===== config.mk =====
export PLATFORM = sky130hd
export DESIGN_NAME = ddp_unit
export DESIGN_NICKNAME = d
export VERILOG_FILES = /design/src/rtl/ddp_pkg.sv /design/src/rtl/ddp_ptr_reg.sv /design/src/rtl/ddp_sel_fsm.sv /design/src/rtl/ddp_unit.sv
export SDC_FILE = /design/constraint.sdc
export NUM_CORES = 1
export LEC_CHECK = 0
export BUFFER_PORTS_ARGS = -buffer_cell sky130_fd_sc_hd__buf_4
export CAP_MARGIN = 20
export CORE_ASPECT_RATIO = 0.7
export CORE_MARGIN = 10
export CORE_UTILIZATION = 45
export CTS_BUF_LIST = sky130_fd_sc_hd__clkbuf_4 sky130_fd_sc_hd__clkbuf_8
export DETAILED_ROUTE_END_ITERATION = 12
export HOLD_SLACK_MARGIN = 0.1
export SLEW_MARGIN = 15
export SYNTH_ARGS = -nofsm -noshare
export SYNTH_HDL_FRONTEND = slang
export SYNTH_SLANG_ARGS = --single-unit

===== constraint.sdc =====
create_clock -name clk -period 7.85 [get_ports clk]
set_input_delay 0.785 -clock clk [delete_from_list [all_inputs] [get_ports clk]]
set_output_delay 0.785 -clock clk [all_outputs]
set_load 0.01 [all_outputs]

===== src/rtl/ddp_pkg.sv =====
package ddp_pkg;

    typedef enum logic [1:0] {
        STEP_NONE = 2'b00,
        STEP_INC  = 2'b01,
        STEP_DEC  = 2'b10,
        STEP_RSV  = 2'b11
    } step_mode_t;

    typedef enum logic {
        PTR_MAIN   = 1'b0,
        PTR_SHADOW = 1'b1
    } ptr_sel_t;

    localparam int CTL_SEL_BIT  = 0;
    localparam int CTL_MODE_LSB = 1;
    localparam int CTL_TGL_BIT  = 3;

endpackage


===== src/rtl/ddp_ptr_reg.sv =====
module ddp_ptr_reg #(
    parameter int PW = 16,
    parameter int BW = 8,
    parameter int IW = 1
) (
    input  logic          clk,
    input  logic          rst_n,
    input  logic          wr_en,
    input  logic [IW-1:0] wr_idx,
    input  logic [BW-1:0] wr_data,
    input  logic          step_inc,
    input  logic          step_dec,
    output logic [PW-1:0] ptr_o
);

    logic [PW-1:0] ptr_q, ptr_d;

    always_comb begin
        ptr_d = ptr_q;
        if (wr_en) begin
            ptr_d[int'(wr_idx)*BW +: BW] = wr_data;
        end else if (step_inc) begin
            ptr_d = ptr_q + PW'(1);
        end else if (step_dec) begin
            ptr_d = ptr_q - PW'(1);
        end
    end

    always_ff @(posedge clk or negedge rst_n) begin
        if (!rst_n) ptr_q <= '0;
        else        ptr_q <= ptr_d;
    end

    assign ptr_o = ptr_q;

    AST_ONE_ACTION: assert property (@(posedge clk) disable iff (!rst_n)
        !(step_inc && step_dec));

endmodule


===== src/rtl/ddp_sel_fsm.sv =====
module ddp_sel_fsm
    import ddp_pkg::*;
(
    input  logic     clk,
    input  logic     rst_n,
    input  logic     ctl_wr,
    input  logic     ctl_sel,
    input  logic     toggle,
    output ptr_sel_t sel_o
);

    ptr_sel_t state_q, state_d;

    always_comb begin
        state_d = state_q;
        unique case (state_q)
            PTR_MAIN: begin
                if (ctl_wr)      state_d = ctl_sel ? PTR_SHADOW : PTR_MAIN;
                else if (toggle) state_d = PTR_SHADOW;
            end
            PTR_SHADOW: begin
                if (ctl_wr)      state_d = ctl_sel ? PTR_SHADOW : PTR_MAIN;
                else if (toggle) state_d = PTR_MAIN;
            end
            default: state_d = PTR_MAIN;
        endcase
    end

    always_ff @(posedge clk or negedge rst_n) begin
        if (!rst_n) state_q <= PTR_MAIN;
        else        state_q <= state_d;
    end

    always_comb begin
        sel_o = state_q;
    end

    AST_TOGGLE_FLIPS: assert property (@(posedge clk) disable iff (!rst_n)
        (toggle && !ctl_wr) |=> (state_q != $past(state_q)));

    AST_WRITE_SETS: assert property (@(posedge clk) disable iff (!rst_n)
        ctl_wr |=> (state_q == ptr_sel_t'($past(ctl_sel))));

endmodule


===== src/rtl/ddp_unit.sv =====
module ddp_unit
    import ddp_pkg::*;
#(
    parameter int PTR_W  = 16,
    parameter int BYTE_W = 8
) (
    input  logic                                   clk,
    input  logic                                   rst_n,
    input  logic [$clog2(PTR_W/BYTE_W+1)-1:0]      reg_addr,
    input  logic                                   reg_wr_en,
    input  logic [BYTE_W-1:0]                      reg_wdata,
    output logic [BYTE_W-1:0]                      reg_rdata,
    input  logic                                   acc_done,
    output logic [PTR_W-1:0]                       xaddr
);

    localparam int NBYTES = PTR_W / BYTE_W;
    localparam int AW     = $clog2(NBYTES + 1);
    localparam int IW     = (NBYTES > 1) ? $clog2(NBYTES) : 1;
    localparam int NPTR   = 2;

    step_mode_t     mode_q;
    logic           tgl_q;
    ptr_sel_t       sel;
    logic           sel_bit;
    logic           acc_go;
    logic           ptr_wr;
    logic           ctl_wr;
    logic [PTR_W-1:0] ptr_val [NPTR];

    assign sel_bit = sel;
    assign acc_go  = acc_done && !reg_wr_en;
    assign ptr_wr  = reg_wr_en && (reg_addr < AW'(NBYTES));
    assign ctl_wr  = reg_wr_en && (reg_addr == AW'(NBYTES));

    always_ff @(posedge clk or negedge rst_n) begin
        if (!rst_n) begin
            mode_q <= STEP_NONE;
            tgl_q  <= 1'b0;
        end else if (ctl_wr) begin
            mode_q <= step_mode_t'(reg_wdata[CTL_MODE_LSB +: 2]);
            tgl_q  <= reg_wdata[CTL_TGL_BIT];
        end
    end

    ddp_sel_fsm u_sel (
        .clk     (clk),
        .rst_n   (rst_n),
        .ctl_wr  (ctl_wr),
        .ctl_sel (reg_wdata[CTL_SEL_BIT]),
        .toggle  (acc_go && tgl_q),
        .sel_o   (sel)
    );

    for (genvar g = 0; g < NPTR; g++) begin : g_ptr
        logic live;
        assign live = (sel_bit == 1'(g));
        ddp_ptr_reg #(.PW(PTR_W), .BW(BYTE_W), .IW(IW)) u_ptr (
            .clk      (clk),
            .rst_n    (rst_n),
            .wr_en    (ptr_wr && live),
            .wr_idx   (reg_addr[IW-1:0]),
            .wr_data  (reg_wdata),
            .step_inc (acc_go && live && (mode_q == STEP_INC)),
            .step_dec (acc_go && live && (mode_q == STEP_DEC)),
            .ptr_o    (ptr_val[g])
        );
    end

    assign xaddr = ptr_val[sel_bit];

    always_comb begin
        reg_rdata = '0;
        if (reg_addr < AW'(NBYTES)) begin
            reg_rdata = xaddr[int'(reg_addr[IW-1:0])*BYTE_W +: BYTE_W];
        end else if (reg_addr == AW'(NBYTES)) begin
            reg_rdata[CTL_SEL_BIT]             = sel_bit;
            reg_rdata[CTL_MODE_LSB +: 2]       = mode_q;
            reg_rdata[CTL_TGL_BIT]             = tgl_q;
        end
    end

    AST_INC_WRAP: assert property (@(posedge clk) disable iff (!rst_n)
        (acc_go && mode_q == STEP_INC) |=>
            (ptr_val[$past(sel_bit)] == $past(xaddr) + PTR_W'(1)));

    AST_DEC_WRAP: assert property (@(posedge clk) disable iff (!rst_n)
        (acc_go && mode_q == STEP_DEC) |=>
            (ptr_val[$past(sel_bit)] == $past(xaddr) - PTR_W'(1)));

    AST_NO_STEP_HOLD: assert property (@(posedge clk) disable iff (!rst_n)
        (!reg_wr_en && (mode_q == STEP_NONE || mode_q == STEP_RSV)) |=>
            (ptr_val[$past(sel_bit)] == $past(xaddr)));

    AST_OTHER_HOLD: assert property (@(posedge clk) disable iff (!rst_n)
        rst_n |=> (ptr_val[~$past(sel_bit)] == $past(ptr_val[~sel_bit])));

    AST_WRITE_WINS: assert property (@(posedge clk) disable iff (!rst_n)
        (ptr_wr && acc_done) |=> $stable(sel));

endmodule


; After elaboration in Yosys (flattened, before gate mapping)
; Cells that the tools add are included.
[totals]
ff_bits = 36
in_bits = 14
output_inout_bits = 24
[op_classes]
n_addsub = 5
magnitude_cmp = 2
eq_ne = 3
shifts = 3
n_mux = 20
n_bitwise = 2
n_reduce_logical = 15
[op_table]
columns = cell, n
row1 = 16-bit 2-to-1 mux, 9
row2 = 4-bit negation with 33-bit output, 1
row3 = "8-bit by 33-bit variable shift with 16-bit output, first input constant", 1
row4 = 8-bit by 33-bit indexed part select with 16-bit output, 1
row5 = "16-bit by 1-bit adder with 16-bit output, second input constant", 2
row6 = 16-bit bitwise mux, 2
row7 = "16-bit by 1-bit subtractor with 16-bit output, second input constant", 2
row8 = 16-bit by 5-bit indexed part select with 8-bit output, 1
row9 = 1-bit logical AND, 12
row10 = 4-bit 2-to-1 mux, 3
row11 = 3-bit nonzero test, 2
row12 = 1-bit 2-to-1 mux, 5
row13 = "2-bit == test, second input constant", 2
row14 = "2-bit by 1-bit == test with 1-bit output, second input constant", 1
row15 = "2-bit greater-or-equal comparator, second input constant", 1
row16 = "2-bit < comparator, second input constant", 1
row17 = 1-bit NOT with 2-bit output, 1
row18 = 1-bit case mux with 2 select lines, 1
row19 = 1-bit logical NOT, 1
row20 = 1-bit NOT, 1

; Logic depth before layout (Yosys ltp)
[logic_depth]
word_depth = 7
depth_mapped = 12
depth_no_buf = 12

; Cells and area by module
; Synthesis repeated with hierarchy kept, for this count alone.
[unflattened]
cells_unflattened = 388
hier_area_um2 = 3490.8
[modules_own_cells]
columns = module, n_inst, cells_per_inst, area_per_inst_um2, seq_area_each_um2
row1 = ddp_ptr_reg (g_ptr[1].u_ptr), 1, 167, 1426.4, 400.4
row2 = ddp_ptr_reg (g_ptr[0].u_ptr), 1, 160, 1370.1, 400.4
row3 = ddp_unit, 1, 57, 651.9, 75.1
row4 = ddp_sel_fsm, 1, 4, 42.5, 25.0

; Worst setup path before layout
; Ideal clock, no wire load.
[synth_timing]
path_type = input port to flip-flop
from = input acc_done
to = register g_ptr[1].u_ptr.ptr_q[15]
t_arrival_ps = 3347
required_time_ps = 7768
slack_ps = 4421
cell_stages = 10
n_path_buf = 0
path_cell_list = nor2b_1 nand3_1 ha_1 a211oi_1 o21ai_2 o311ai_0 o211ai_1 xnor2_1 or3_1 a31oi_1
[synth_between]
elab_chain_len = 5
elab_cells_between_ends = 7
cone_classes = mux: 2 / reduce/logical: 5
[synth_lines]
columns = element, line_no
row1 = start: declaration, ddp_unit.sv:13  ; input logic acc_done,
row2 = 1-bit logical AND (*), ddp_unit.sv:32  ; assign acc_go = acc_done && !reg_wr_en;
row3 = 1-bit logical AND (*), "ddp_unit.sv:64, ddp_unit.sv:65"
row4 = 1-bit logical AND, ddp_unit.sv:64  ; .step_inc (acc_go && live && (mode_q == STEP_INC)),
row5 = 16-bit 2-to-1 mux, ddp_ptr_reg.sv:22  ; end else if (step_inc) begin
row6 = 16-bit 2-to-1 mux, ddp_ptr_reg.sv:20  ; if (wr_en) begin
row7 = end signal: assignment, ddp_ptr_reg.sv:31  ; else ptr_q <= ptr_d;
row8 = end: declaration, ddp_ptr_reg.sv:16  ; logic [PW-1:0] ptr_q, ptr_d;
; Every way passes the cells marked *; elsewhere a longest branch is shown, timed or not.
; A chain may end at the register's enable or synchronous reset.

; Worst setup path after layout
[layout_timing]
from = register u_sel.state_q (netlist: u_sel.sel_o)
to = register g_ptr[1].u_ptr.ptr_q[12]
[layout_between]
elab_chain_len = 4
elab_cells_between_ends = 7
cone_classes = mux: 2 / reduce/logical: 5
[layout_lines]
columns = element, line_no
row1 = start: declaration, ddp_sel_fsm.sv:12  ; ptr_sel_t state_q, state_d;
row2 = start signal: assignment, ddp_sel_fsm.sv:31  ; else state_q <= state_d;
row3 = 1-bit logical AND, "ddp_unit.sv:64, ddp_unit.sv:65"
row4 = 1-bit logical AND, ddp_unit.sv:64
row5 = 16-bit 2-to-1 mux, ddp_ptr_reg.sv:22
row6 = 16-bit 2-to-1 mux, ddp_ptr_reg.sv:20
; Several ways; a longest one is shown, not always the timed one.

==> qor.yml <==
clock_tree:
  htree_levels: 2
  cts_setup_buffers: 0
  cts.sinks: 36
  clock_tree.buffer_depth: 2
  numCtsBuffers: 5
  cts_tree: "done"
  cts_resized: 0
  cts_root_buffer: "clkbuf_8"
  clock_latency_ns: 0.29
  clk_pin_slew_ns: 0.07
  postCtsHoldBufs: 0
logic_synthesis:
  synth_common_cells: "36 x dfrtp_1, 32 x ha_1, 32 x o21ai_0, 29 x nor2_1, 28 x nand2_1"
  syn_avg_cell_area_um2: 8.64
  synth_area_um2: 3470
  yosysSeqAreaShare_pct: 26.0
  yosys.area.top_type: "dfrtp_1"
  synth.area.top_cells: "dfrtp_1 26%, ha_1 12%, mux2_2 5.8%"
  syn_inst: 401
  synth_seq_cells: 36
  asyncSetResetFlopFracSynth_pct: 100
  synth.distinct_cells: 66
  synth_top_area_share_pct: 26.0
  synth.most_common_cell: "dfrtp_1"
  ys.warnings.count: 0
  ys_dominant_reg_cell: "dfrtp_1"
  synth_nets: 449
  synth_edf_count: 0
setup_path:
  crit_path_frequent_cell: "a21oi_1"
  worst-path-max-fanout: 31
  crit_buf_inv: 0
  ff2ff_setup_slack_ns: 3.70
  crit_chain: "nand3_1 > ha_1 > nor2b_1 > o2111ai_1 > a21oi_1 > o21ai_1 > a21oi_1 > mux2_2 > o21ai_0"
  cp_top_family: "simple AND/OR/NAND/NOR gates"
  criticalPathCategory: "flip-flop to flip-flop"
  cpPeakStageDelay_ns: 1.00
  r2r_start: "u_sel.sel_o"
  ff2ff_path_depth: 9
  rr_endpoint: "g_ptr[1].u_ptr.ptr_o[12]"
  worst_setup_path_end_kind: "flip-flop"
  worstPathRequired_ns: 8.04
  slowest_stage: "dfrtp_1"
  critPathArrivalTime_ns: 4.34
  start_kind: "flip-flop"
place:
  postPlaceCellArea_um2: 3810
  portBuffers: 37
  place_ws_ns: 3.74
  hpwl_mm: 8.24
  routabilityCongestion: 0.918
drt:
  via_per_inst: 6.07
  routedWlPerCell_um: 19.8
  drt_pass1_iterations: 5
  antenna_left: 0
  drt-initial-drc-count: 359
  drc_errors: 0
  drt_wl_total_mm: 10.5
  vias: 3228
sta:
  slew_violations: 0
  hold_ws_ns: 0.457
  tightest_slew_ns: 0.989
  min_period_ns: 4.15
  grt_setup_unrepaired: "false"
  post-route-period-util_pct: 52.8
  setup_slack_ns: 3.70
  hold_viol_final: 0
  skew_ns: 0.00432
  max_clock_freq_ghz: 0.241
  timing.slew.headroom_pct: 34.0
  fin_setup_tns_ns: 0
  setup_viol: 0
floorplanning:
  rows: 26
  io_pins: 38
  dieWidth_um: 125
  die_y_um: 93.4
  die_area_um2: 11700
  coreArea_um2: 7380
  initial_core_util_pct: 46.9
cells_and_area:
  final_util_pct: 53.1
  drive_gt1_share_pct: 18.2
  diodes: 0
  fin_area_um2: 3920
  nets: 481
  fillers: 709
  areaGrowthSynthToFinish_pct: 13.1
power:
  peakVddDrop_v: 0.000161
  p_per_area_nw_per_um2: 431
  total_leakage_power_nw: 1.76
global_routing:
  antenna_found_initial: 0
  grt_pass1_wl_mm: 16.8
  grt_usage_pct: 17.6
  grt_max_degree: 37
  grt_overflow: 0
  grt_pass1_vias: 3121
status:
  outcome: "complete, no violations"
flow_run:
  cap_viol_max_count: 0
worst_hold_path:
  hold_class: "primary input to asynchronous set/reset pin"
[how the worst max path moves through the flow]
stage | startpoint | to | depth (start not counted)
2_1_floorplan | acc_done | g_ptr[1].u_ptr.ptr_o[15] | 10
4_1_cts | u_sel.sel_o | g_ptr[1].u_ptr.ptr_o[12] | 9
5_1_grt | u_sel.sel_o | g_ptr[1].u_ptr.ptr_o[12] | 9
3_3_place_gp | u_sel.sel_o | g_ptr[1].u_ptr.ptr_o[13] | 9
3_5_place_dp | u_sel.sel_o | g_ptr[1].u_ptr.ptr_o[10] | 9
6_report | u_sel.sel_o | g_ptr[1].u_ptr.ptr_o[12] | 9
[kinds of logic (layout without fill, tap and decap cells)]
kind of cell               Yosys count  after routing  synth area share, %
AOI/OAI and AO/OA                  136            136                 26.4
and+or+nand+nor                    119            119                 17.7
DFF                                 36             36                 26.0
adders and majority gates           34             34                 12.7
muxes                               28             28                 8.74
buffers and inverters               28             61                 3.36
xor gates and xnor gates            20             20                 5.05
[cell usage in the layout (no fill, tap or decap), types with 2 or more instances in the layout]
cell type / netlist / routed
nor3b_1: 2 / 2
o22ai_1: 4 / 4
dfrtp_1: 36 / 36
a221o_1: 5 / 5
mux2_2: 18 / 18
fa_1: 2 / 2
and2_1: 2 / 2
nor2b_1: 6 / 6
nor2_1: 29 / 29
a32oi_1: 2 / 2
mux2i_1: 10 / 10
o21ai_1: 3 / 3
a31oi_1: 2 / 2
clkbuf_8: 0 / 5
o21ai_0: 32 / 32
inv_1: 16 / 16
o31ai_1: 3 / 3
or3_1: 2 / 2
o2111ai_1: 2 / 2
ha_1: 32 / 32
nand2b_1: 14 / 14
nand4_1: 3 / 3
xor2_1: 11 / 11
xnor2_1: 9 / 9
o211ai_1: 4 / 4
a211oi_1: 3 / 3
a2111oi_0: 2 / 2
buf_4: 0 / 37
nand3_1: 6 / 6
a221oi_1: 3 / 3
o21a_1: 4 / 4
a22oi_1: 15 / 15
and2b_2: 2 / 2
nor3_1: 8 / 8
nand2_2: 2 / 2
nand2_1: 28 / 28
and2_4: 2 / 2
a21oi_1: 26 / 26
a21o_1: 11 / 11
and3_1: 5 / 5
[stage by stage]
| step | std cells | total power, mW |
|---|---|---|
| 2_1_floorplan | 401 | 1.17 |
| 3_3_place_gp | 524 | 1.50 |
| 3_5_place_dp | 524 | 1.51 |
| 4_1_cts | 532 | 1.69 |
| 5_1_grt | 532 | 1.84 |
| 6_report | 532 | 1.69 |
[per-layer routing]
layer	GRT usage [%]	up-vias	wire [um]
li1	-	1577	-
met3	3.72	12	641
met2	27.0	99	4430
met5	0	-	0
met4	2.68	0	114
met1	25.3	1540	5350
[where the power goes]
group | total (mW) | leakage (nW) | internal (mW) | switching (mW)
clock network | 0.170 | 0.0586 | 0.0978 | 0.0724
logic | 1.15 | 1.26 | 0.528 | 0.620
registers | 0.372 | 0.437 | 0.268 | 0.104
[registers in the layout, summed over array words and instances (netlist names)]
register,count
tgl_q,1
u_sel.sel_o,1
g_ptr.u_ptr.ptr_o,32
mode_q,2
[worst reg2reg max path: cells and delay by family (launching register included)]
kind	cells	cell delay, ns
fa+ha+maj	1	0.64
compound gates	5	0.94
mux	1	0.35
simple gates	2	1.13
flops	1	1.00
[layout make-up]
| type | count | area, um2 | area share, % |
|---|---|---|---|
| clock buffer | 6 | 76.3 | 1.95 |
| clock inverter | 2 | 35.0 | 0.893 |
| timing repair buffer | 37 | 278 | 7.08 |
| multi-input combinational | 337 | 2450 | 62.4 |
| tap | 98 | 123 | 3.13 |
| sequential | 36 | 901 | 23.0 |
| inverter | 16 | 60.1 | 1.53 |
(Power assumes the default switching activity.)
